<file path="src/rtl/vlp_pkg.sv">
package vlp_pkg;
  localparam int RES_W  = 12;
  localparam int WORD_W = 16;
  localparam int CH_W   = 4;
  localparam int CNT_W  = $clog2(WORD_W + 1);

  // clocks in a frame for a length code
  function automatic logic [CNT_W-1:0] frame_bits(input logic [1:0] code);
    case (code)
      2'b01:   return CNT_W'(8);
      2'b11:   return CNT_W'(16);
      default: return CNT_W'(12);
    endcase
  endfunction

  // word sent from bit WORD_W-1 downward
  function automatic logic [WORD_W-1:0] pack_word(input logic [RES_W-1:0] r,
                                                  input logic [1:0] code,
                                                  input logic lsb);
    logic [WORD_W-1:0] w;
    w = '0;
    if (!lsb) begin
      w = {r, 4'b0000};
    end else begin
      case (code)
        2'b01: for (int i = 0; i < 8; i++) w[WORD_W-1-i] = r[4+i];
        2'b11: for (int i = 0; i < RES_W; i++) w[RES_W-1-i] = r[i];
        default: for (int i = 0; i < RES_W; i++) w[WORD_W-1-i] = r[i];
      endcase
    end
    return w;
  endfunction
endpackage

</file>
<file path="src/rtl/vlp_edge.sv">
module vlp_edge (
  input  logic clk,
  input  logic rst_n,
  input  logic cs_n,
  input  logic io_clk,
  output logic sel,
  output logic rise_ev,
  output logic fall_ev,
  output logic frame_open
);
  logic cs_q, io_q;

  always_ff @(posedge clk) begin
    if (!rst_n) begin
      cs_q <= 1'b1;
      io_q <= 1'b0;
    end else begin
      cs_q <= cs_n;
      io_q <= io_clk;
    end
  end

  assign sel        = ~cs_q;
  assign rise_ev    = sel & io_clk & ~io_q;
  assign fall_ev    = sel & ~io_clk & io_q;
  assign frame_open = cs_q & ~cs_n;
endmodule

</file>
<file path="src/rtl/vlp_ctrl.sv">
module vlp_ctrl
  import vlp_pkg::*;
(
  input  logic            clk,
  input  logic            rst_n,
  input  logic            sel,
  input  logic            rise_ev,
  input  logic            fall_ev,
  input  logic            din,
  output logic [CH_W-1:0] addr,
  output logic [1:0]      len_code,
  output logic            lsb_first,
  output logic            fall_acc,
  output logic            sample_start,
  output logic            frame_end
);
  logic [CNT_W-1:0] rise_cnt, fall_cnt;
  logic [2:0]       sr;
  logic             locked;
  logic             rise_acc;

  assign rise_acc     = rise_ev & ~locked;
  assign fall_acc     = fall_ev & ~locked;
  assign sample_start = fall_acc & (fall_cnt == CNT_W'(3));
  assign frame_end    = fall_acc & ((fall_cnt + CNT_W'(1)) == frame_bits(len_code));

  always_ff @(posedge clk) begin
    if (!rst_n || !sel) begin
      rise_cnt  <= '0;
      fall_cnt  <= '0;
      sr        <= '0;
      locked    <= 1'b0;
      len_code  <= 2'b11;
      lsb_first <= 1'b0;
      if (!rst_n) addr <= '0;
    end else begin
      if (rise_acc) begin
        sr       <= {sr[1:0], din};
        rise_cnt <= rise_cnt + CNT_W'(1);
        if (rise_cnt == CNT_W'(3)) addr      <= {sr, din};
        if (rise_cnt == CNT_W'(5)) len_code  <= {sr[0], din};
        if (rise_cnt == CNT_W'(6)) lsb_first <= din;
      end
      if (fall_acc) begin
        fall_cnt <= fall_cnt + CNT_W'(1);
        if (frame_end) locked <= 1'b1;
      end
    end
  end
endmodule

</file>
<file path="src/rtl/vlp_timer.sv">
module vlp_timer
  import vlp_pkg::*;
#(
  parameter int EOC_DLY  = 3,
  parameter int CONV_CYC = 20
) (
  input  logic             clk,
  input  logic             rst_n,
  input  logic             start,
  input  logic [RES_W-1:0] sample_val,
  output logic             eoc,
  output logic             done,
  output logic [RES_W-1:0] result
);
  localparam int MAXC = (EOC_DLY > CONV_CYC) ? EOC_DLY : CONV_CYC;
  localparam int CW   = $clog2(MAXC + 1);

  typedef enum logic [1:0] {T_IDLE, T_DLY, T_CONV} tstate_t;
  tstate_t          st;
  logic [CW-1:0]    cnt;
  logic [RES_W-1:0] held;

  always_ff @(posedge clk) begin
    if (!rst_n) begin
      st     <= T_IDLE;
      cnt    <= '0;
      held   <= '0;
      result <= '0;
      eoc    <= 1'b1;
      done   <= 1'b0;
    end else begin
      done <= 1'b0;
      if (start) begin
        st   <= T_DLY;
        cnt  <= CW'(EOC_DLY - 1);
        held <= sample_val;
      end else begin
        case (st)
          T_DLY: begin
            if (cnt == '0) begin
              eoc <= 1'b0;
              cnt <= CW'(CONV_CYC - 1);
              st  <= T_CONV;
            end else begin
              cnt <= cnt - CW'(1);
            end
          end
          T_CONV: begin
            if (cnt == '0) begin
              eoc    <= 1'b1;
              done   <= 1'b1;
              result <= held;
              st     <= T_IDLE;
            end else begin
              cnt <= cnt - CW'(1);
            end
          end
          default: st <= T_IDLE;
        endcase
      end
    end
  end
endmodule

</file>
<file path="src/rtl/vlp_out.sv">
module vlp_out
  import vlp_pkg::*;
(
  input  logic              clk,
  input  logic              rst_n,
  input  logic              sel,
  input  logic              frame_open,
  input  logic              shift,
  input  logic              capture,
  input  logic [WORD_W-1:0] word,
  output logic              dout
);
  logic [WORD_W-1:0] res_word, out_sr;

  always_ff @(posedge clk) begin
    if (!rst_n) begin
      res_word <= '0;
      out_sr   <= '0;
    end else begin
      if (capture) res_word <= word;
      if (frame_open)  out_sr <= res_word;
      else if (shift)  out_sr <= {out_sr[WORD_W-2:0], 1'b0};
    end
  end

  assign dout = sel & out_sr[WORD_W-1];
endmodule

</file>
<file path="src/rtl/vlp_top.sv">
module vlp_top
  import vlp_pkg::*;
#(
  parameter int EOC_DLY  = 3,
  parameter int CONV_CYC = 20
) (
  input  logic             clk,
  input  logic             rst_n,
  input  logic             cs_n,
  input  logic             io_clk,
  input  logic             din,
  input  logic [RES_W-1:0] analog_code,
  output logic             dout,
  output logic             sample_en,
  output logic [CH_W-1:0]  chan_sel,
  output logic             eoc
);
  logic             sel, rise_ev, fall_ev, frame_open;
  logic [CH_W-1:0]  addr;
  logic [1:0]       len_code, conv_len;
  logic             lsb_first, conv_lsb;
  logic             fall_acc, sample_start, frame_end;
  logic             conv_done;
  logic [RES_W-1:0] conv_result;
  logic [WORD_W-1:0] packed_w;

  vlp_edge edge_i (
    .clk(clk), .rst_n(rst_n), .cs_n(cs_n), .io_clk(io_clk),
    .sel(sel), .rise_ev(rise_ev), .fall_ev(fall_ev), .frame_open(frame_open)
  );

  vlp_ctrl ctrl_i (
    .clk(clk), .rst_n(rst_n), .sel(sel), .rise_ev(rise_ev), .fall_ev(fall_ev),
    .din(din), .addr(addr), .len_code(len_code), .lsb_first(lsb_first),
    .fall_acc(fall_acc), .sample_start(sample_start), .frame_end(frame_end)
  );

  vlp_timer #(.EOC_DLY(EOC_DLY), .CONV_CYC(CONV_CYC)) timer_i (
    .clk(clk), .rst_n(rst_n), .start(frame_end), .sample_val(analog_code),
    .eoc(eoc), .done(conv_done), .result(conv_result)
  );

  always_ff @(posedge clk) begin
    if (!rst_n) begin
      sample_en <= 1'b0;
      chan_sel  <= '0;
      conv_len  <= 2'b00;
      conv_lsb  <= 1'b0;
    end else begin
      if (!sel || frame_end) sample_en <= 1'b0;
      else if (sample_start) sample_en <= 1'b1;
      if (sample_start) chan_sel <= addr;
      if (frame_end) begin
        conv_len <= len_code;
        conv_lsb <= lsb_first;
      end
    end
  end

  assign packed_w = pack_word(conv_result, conv_len, conv_lsb);

  vlp_out out_i (
    .clk(clk), .rst_n(rst_n), .sel(sel), .frame_open(frame_open),
    .shift(fall_acc), .capture(conv_done), .word(packed_w), .dout(dout)
  );
endmodule

</file>
<file path="config.mk">
export PLATFORM = sky130hd
export DESIGN_NAME = vlp_top
export DESIGN_NICKNAME = d
export VERILOG_FILES = /design/src/rtl/vlp_pkg.sv /design/src/rtl/vlp_edge.sv /design/src/rtl/vlp_ctrl.sv /design/src/rtl/vlp_timer.sv /design/src/rtl/vlp_out.sv /design/src/rtl/vlp_top.sv
export SDC_FILE = /design/constraint.sdc
export NUM_CORES = 1
export LEC_CHECK = 0
export ABC_AREA = 1
export BUFFER_PORTS_ARGS = -buffer_cell sky130_fd_sc_hd__clkbuf_2
export CORE_MARGIN = 10
export CORE_UTILIZATION = 30
export CTS_BUF_LIST = sky130_fd_sc_hd__clkbuf_8
export DETAILED_ROUTE_END_ITERATION = 8
export PLACE_DENSITY = 0.51
export SYNTH_ARGS = -nofsm -noshare
export SYNTH_HDL_FRONTEND = slang
export SYNTH_HIERARCHICAL = 1
export SYNTH_SLANG_ARGS = --single-unit
</file>
<file path="constraint.sdc">
create_clock -name clk -period 1.95 [get_ports clk]
set_input_delay 0.195 -clock clk [delete_from_list [all_inputs] [get_ports clk]]
set_output_delay 0.195 -clock clk [all_outputs]
set_load 0.005 [all_outputs]
</file>
==> results_dict.tcl, run 1 <==
set metrics [dict create \
    outcome "complete, no violations" \
    grt_start_max_net_pins 29 \
    start_util_pct 30.74 \
    route.antenna.remaining_nets 0 \
    avgSynthCellArea_um2 7.301 \
    clk_pin_slew_worst_paths_ps 90 \
    antenna_cells_inserted 0 \
    areaGrowthSynthToFinish_pct 12.89 \
    dpl_cell_area_um2 4646 \
    rows 43 \
    synth_fa_ha_area_share_pct 2.328 \
    synth_nets 614 \
    power_uw 3456 \
    io_pins 24 \
    drc 0 \
    maxSlewHeadroom_pct 60.92 \
    period_share_pct 92.26 \
    worst-path-max-fanout 10 \
    layout_common_cells "nor2_1 (96), dfxtp_1 (92), nand2_1 (81)" \
    cts_resized 0 \
    port_buffers 23 \
    wl_per_cell_um 11.93 \
    crit_type "register to register" \
    ff2ff_path_depth 13 \
    firstDrtPassIters 5 \
    place.gp.congestion 0.7804 \
    tightest_slew_ps 585.6 \
    core_area_um2 13990 \
    dp_hpwl_um 7079 \
    synth_top_area_share_pct 42.83 \
    crit_arrival_ps 2110 \
    clock_latency_ps 370 \
    worstHoldPathType "primary input to register" \
    synth-compound-area-share_pct 16.70 \
    htree_num_levels 3 \
    slew_viol_final 0 \
    synthMuxAreaShare_pct 0 \
    worstReg2RegStart "ctrl_i/fall_cnt[0]" \
    stdcell_area_um2 4855 \
    p_leak_uw 0.002020 \
    holdBufCountCts 0 \
    peakVddDrop_v 0.0005033 \
    n_fill_cell 1537 \
    num_vias 3722 \
    dieHeight_um 139.7 \
    critPathCapture "timer_i/result[7]" \
    drv_cap 0 \
    via_per_inst 4.647 \
    yosysWarnings 6 \
    cp-end-kind "register" \
    required_ps 2260 \
    hold_viol 0 \
    synthXorXnorAreaFrac_pct 0.6110 \
    drive_gt1_share_pct 13.69 \
    drt_iter0_markers 170 \
    final_common_cell "nor2_1" \
    cts_root_buffer "clkbuf_8" \
    max_freq_mhz 555.8 \
    cts_buffers 9 \
    die_w_um 139.7 \
    cts_sinks 96 \
    synth_top_family_by_area "simple AND/OR/NAND/NOR gates" \
    dieArea_um2 19520 \
    synth_simple_gate_area_share_pct 25.49 \
    grt_pass1_wl_um 16730 \
    grt_pass1_vias 3560 \
    post_cts_buffers 0 \
    wirelength_um 9552 \
    reg2reg_to "timer_i/result[7]" \
    ctsLongestPathBuffers 2 \
    grt_overflow 0 \
    fin_crit_ps 1799 \
    cts_tree "built" \
    ys_top_cells_by_area "dfxtp_1 (43%), nor2_1 (8.5%), nand2_1 (7.2%)" \
    grt_use_total_pct 10.09 \
    start_kind "register" \
    cp-startpoint "ctrl_i/fall_cnt[0]" \
    syn_area_um2 4300 \
    power.density_nw_per_um2 711.9 \
    yosysTopAreaCell "dfxtp_1" \
    dp_cells 785 \
    antenna_found_initial 0 \
    instances_no_fill 801 \
    yosysSeqAreaShare_pct 45.62 \
    synth.distinct_cells 30 \
    clock_skew_ps 10.82 \
    reg2reg_slack_ps 150 \
    setup_viol 0 \
    grt_setup_unrepaired "true" \
    ys_seq_elements 96 \
    fin_nets 641 \
    syn_inst 589 \
]
metrics by stage:
| stage | worst slack (ps) | utilization (%) | hold WS, ps | setup TNS (ps) |
|---|---|---|---|---|
| after global routing | -36.86 | 34.70 | 20.09 | -176.6 |
| final | 150.9 | 34.70 | 34.51 | 0 |
| after global placement | 142.6 | 33.21 | 407.3 | 0 |
| after CTS | 43.39 | 34.59 | 14.85 | 0 |
| after detailed placement | 82.72 | 33.21 | 413.0 | 0 |
| after floorplan | 101.5 | - | 263.7 | 0 |
synthesized netlist by cell type, drive strengths merged:
cell type / count
nand2: 85
nand4: 6
nor2: 101
nand3: 48
o211ai: 1
dfxtp: 92
nor3b: 1
xnor2: 1
nor3: 15
ha: 8
o21ai: 70
buf: 16
a22oi: 1
xor2: 2
inv: 65
clkbuf: 7
clkinv: 3
a21oi: 63
edfxtp: 4
cell type report:
type / instances / area [um2] / share of cell area, %
multi-input combinational: 402 / 1956 / 40.28
tap: 180 / 225.2 / 4.639
sequential: 96 / 1962 / 40.41
timing repair buffer: 39 / 260.3 / 5.361
clock inverter: 7 / 68.82 / 1.418
clock buffer: 9 / 123.9 / 2.552
inverter: 68 / 259.0 / 5.335
where the power goes:
| group | leakage [uW] | internal, uW | switching [uW] |
|---|---|---|---|
| sequential | 0.000786 | 2000 | 12.9 |
| clock | 0.0000991 | 593 | 697 |
| combinational | 0.00113 | 56.4 | 99.6 |
| total | 0.00202 | 2650 | 809 |
flip-flops by register name, summed over array words and instances, names as in the netlist:
name and cells:
timer_i/eoc 1, timer_i/st 2, timer_i/done 1, sample_en 1, edge_i/io_q 1, out_i/res_word 16
timer_i/cnt 5, conv_lsb 1, ctrl_i/fall_cnt 5, chan_sel 4, ctrl_i/len_code 2, edge_i/cs_q 1
ctrl_i/sr 3, conv_len 2, out_i/out_sr 16, ctrl_i/addr 4, ctrl_i/lsb_first 1, timer_i/held 12
ctrl_i/rise_cnt 5, ctrl_i/locked 1, timer_i/result 12
kinds of logic (layout without fill, tap and decap cells):
logic type,Yosys count,after routing
DFF,96,96
AOI/OAI and AO/OA,135,135
adders and majority gates,8,8
buffers and inverters,91,123
and+or+nand+nor,256,256
xor gates and xnor gates,3,3
critical path, stage by stage (launching register included):
cell,delay [ps]
dfxtp_1,350
buf_4,140
ha_1,140
inv_1,40
nor2_1,130
nand2_1,70
nor2_1,80
nand2_1,90
inv_1,110
clkinv_1,140
nand2_2,110
buf_4,170
nand3_1,90
nand2_1,80
metal layers:
layer	GRT usage, %	part of all wire, %
met2	16.46	47
met3	3.879	3.6
met5	0	0
met4	2.283	0.47
met1	12.22	49
worst min path at each step:
stage	endpoint	slack (ps)	cells past startpoint	from
after global routing	timer_i/held[7]	20	3	analog_code[7]
after detailed placement	edge_i/cs_q	410	3	cs_n
after floorplan	edge_i/cs_q	260	1	rst_n
after CTS	edge_i/cs_q	10	3	cs_n
after global placement	edge_i/cs_q	410	3	cs_n
final	edge_i/cs_q	30	3	cs_n
No activity file was read; power rests on OpenSTA's default activity.
==> run 2: changes to the inputs <==
--- a/config.mk
+++ b/config.mk
@@ -10,9 +10,9 @@
 export CORE_MARGIN = 10
 export CORE_UTILIZATION = 30
 export CTS_BUF_LIST = sky130_fd_sc_hd__clkbuf_8
+export CTS_CLUSTER_SIZE = 8
 export DETAILED_ROUTE_END_ITERATION = 8
 export PLACE_DENSITY = 0.51
 export SYNTH_ARGS = -nofsm -noshare
 export SYNTH_HDL_FRONTEND = slang
-export SYNTH_HIERARCHICAL = 1
 export SYNTH_SLANG_ARGS = --single-unit
==> run 2 against run 1 <==
Global-route usage is 0.71 points lower. Total power is 1.6% lower. Sequential cell count stayed put. Clock power is 5% lower. Combinational power hardly changed. Synthesized cell count is 3.7% lower. Area after synthesis is 2.6% lower. Critical path type unchanged. Critical endpoint is now timer_i.cnt[4]. Largest power group unchanged.
==> results_dict.tcl, run 2 <==
set metrics [dict create \
    cp-startpoint "ctrl_i.fall_cnt[0]" \
    htree_num_levels 3 \
    grt_overflow 0 \
    crit_slowest_cell "dfxtp_2" \
    clk_pin_slew_worst_paths_ps 90 \
    synthArstFlopShare_pct 0 \
    start_util_pct 30.42 \
    drv_cap 0 \
    drc 0 \
    dpl_cell_area_um2 4516 \
    firstDrtPassIters 4 \
    layout_common_cells "nand2_1 (122), dfxtp_1 (90), nor2_1 (75)" \
    wirelength_um 9009 \
    cts_root_buffer "clkbuf_8" \
    path_cells "ha_2 > nand3_1 > nand2_1 > nand2_1 > nor2_1 > nor2_2 > nand2_4 > buf_12 > nand2_1 > a21oi_1" \
    syn_inst 567 \
    grt_start_max_net_pins 66 \
    clock_skew_ps 9.086 \
    outcome "complete, no violations" \
    cp-end-kind "register" \
    cts_tree "built" \
    dieHeight_um 138.2 \
    yosysWarnings 0 \
    synth_commonest_cells "nand2_1 (122), dfxtp_1 (92), nor2_1 (75)" \
    crit_type "register to register" \
    crit_top_cell "nand2_1" \
    grt_setup_unrepaired "false" \
    grt_use_total_pct 9.375 \
    fin_crit_ps 1719 \
    ctsLongestPathBuffers 2 \
    route.antenna.remaining_nets 0 \
    core_area_um2 13770 \
    fin_nets 608 \
    grt_pass1_wl_um 15240 \
    hold_viol 0 \
    worstHoldPathType "primary input to register" \
    synth_top_area_share_pct 43.95 \
    rows 43 \
    power_uw 3401 \
    synth_nets 590 \
    max_freq_mhz 581.9 \
    fin_util_pct 34.16 \
    num_vias 3525 \
    required_ps 2260 \
    cts_buffers 9 \
    avgSynthCellArea_um2 7.390 \
    syn_area_um2 4190 \
    via_per_inst 4.578 \
    die_w_um 138.2 \
    cp_slowest_stage_delay_ps 370 \
    synth.distinct_cells 32 \
    start_kind "register" \
    critical-path-top-delay-family "simple AND/OR/NAND/NOR gates" \
    slew_viol_final 0 \
    multi_input_area_um2 1864 \
    finalSetupTns_ps 0 \
    crit_arrival_ps 2030 \
    antenna_found_initial 0 \
    yosysSeqAreaShare_pct 46.82 \
    peakVddDrop_v 0.0003034 \
    maxSlewHeadroom_pct 63.75 \
    io_pins 24 \
    cts_sinks 96 \
    drive_gt1_share_pct 12.03 \
    place.gp.congestion 0.8126 \
    wl_per_cell_um 11.70 \
    drt_iter0_markers 168 \
    dieArea_um2 19100 \
    final_common_cell "nand2_1" \
    grt_pass1_vias 3140 \
    top_regs "out_i.out_sr x16, out_i.res_word x16" \
    worst-path-max-fanout 30 \
    yosysTopAreaCell "dfxtp_1" \
    power.density_nw_per_um2 722.9 \
    ys_top_cells_by_area "dfxtp_1 (44%), nand2_1 (11%), nor2_1 (6.7%)" \
    p_leak_uw 0.001923 \
    register_area_um2 1964 \
    synth.most_common_cell "nand2_1" \
    n_fill_cell 1494 \
    stdcell_area_um2 4705 \
    setup_viol 0 \
    crit_buf_inv 1 \
    antenna_cells_inserted 0 \
    tightest_slew_ps 541.8 \
    holdBufCountCts 0 \
    min_from "io_clk" \
    synth-edff-count 4 \
    clock_latency_ps 380 \
    ys_seq_elements 96 \
    areaGrowthSynthToFinish_pct 12.27 \
    period_share_pct 88.14 \
    dp_hpwl_um 6238 \
    port_buffers 23 \
    synth_flop_cell "dfxtp_1" \
    worstReg2RegStart "ctrl_i.fall_cnt[0]" \
]
==> run 2: final timing paths <==
| check | endpoint | depth (start not counted) | slack, ps |
|---|---|---|---|
| min | edge_i.io_q | 3 | 30 |
| max | timer_i.cnt[4] | 10 | 230 |
| max reg2reg | timer_i.cnt[4] | 10 | 230 |
| min reg2reg | ctrl_i.sr[2] | 2 | 460 |
==> run 2: power breakdown <==
group | internal (uW) | total (uW) | leakage, uW | switching [uW]
Clock | 559 | 1230 | 0.000105 | 673
Sequential | 2000 | 2020 | 0.000787 | 14.8
Combinational | 56.5 | 153 | 0.00103 | 96.9
==> run 2: routing by layer <==
layer,GRT usage (%),up-vias,share of wire (%)
li1,-,1903,-
met1,12.67,1562,52
met2,13.28,52,43
met3,2.295,8,3.7
met4,5.161,0,1.7
met5,0,-,0
==> run 2: what timing repair did <==
item | CTS | global route
gates resized for setup | 0 | 3
endpoints found under the setup margin | 0 | 16
setup buffers | 0 | 0
==> run 2: layout make-up <==
type | instances | share of cell area [%]
Clock inverter | 4 | 0.3989
Clock buffer | 12 | 3.511
Multi-Input combinational cell | 382 | 39.63
Inverter | 59 | 4.707
Tap cell | 180 | 4.787
Timing Repair Buffer | 37 | 5.213
Sequential cell | 96 | 41.76
==> run 2: kinds of logic (layout without fill, tap and decap cells) <==
group / Yosys count / after routing / share of synthesized area, %
compound gates: 109 / 109 / 15.20
xor+xnor: 2 / 2 / 0.4181
fa+ha+maj: 6 / 6 / 1.792
buf+inv: 89 / 112 / 8.749
flops: 96 / 96 / 46.82
simple gates: 265 / 265 / 27.02
==> run 2: stage by stage <==
step / worst slack (ps) / instances / hold WS [ps]
after floorplan: 187.3 / 567 / 288.5
after global placement: 254.5 / 754 / 410.5
after detailed placement: 173.6 / 754 / 416.4
after CTS: 155.2 / 770 / 7.826
after global routing: 28.40 / 770 / 25.43
final: 231.4 / 770 / 26.58
==> run 2: worst min-delay path: stages <==
cell and delay [ps]:
clkbuf_2 100, nand2_1 50, inv_1 40
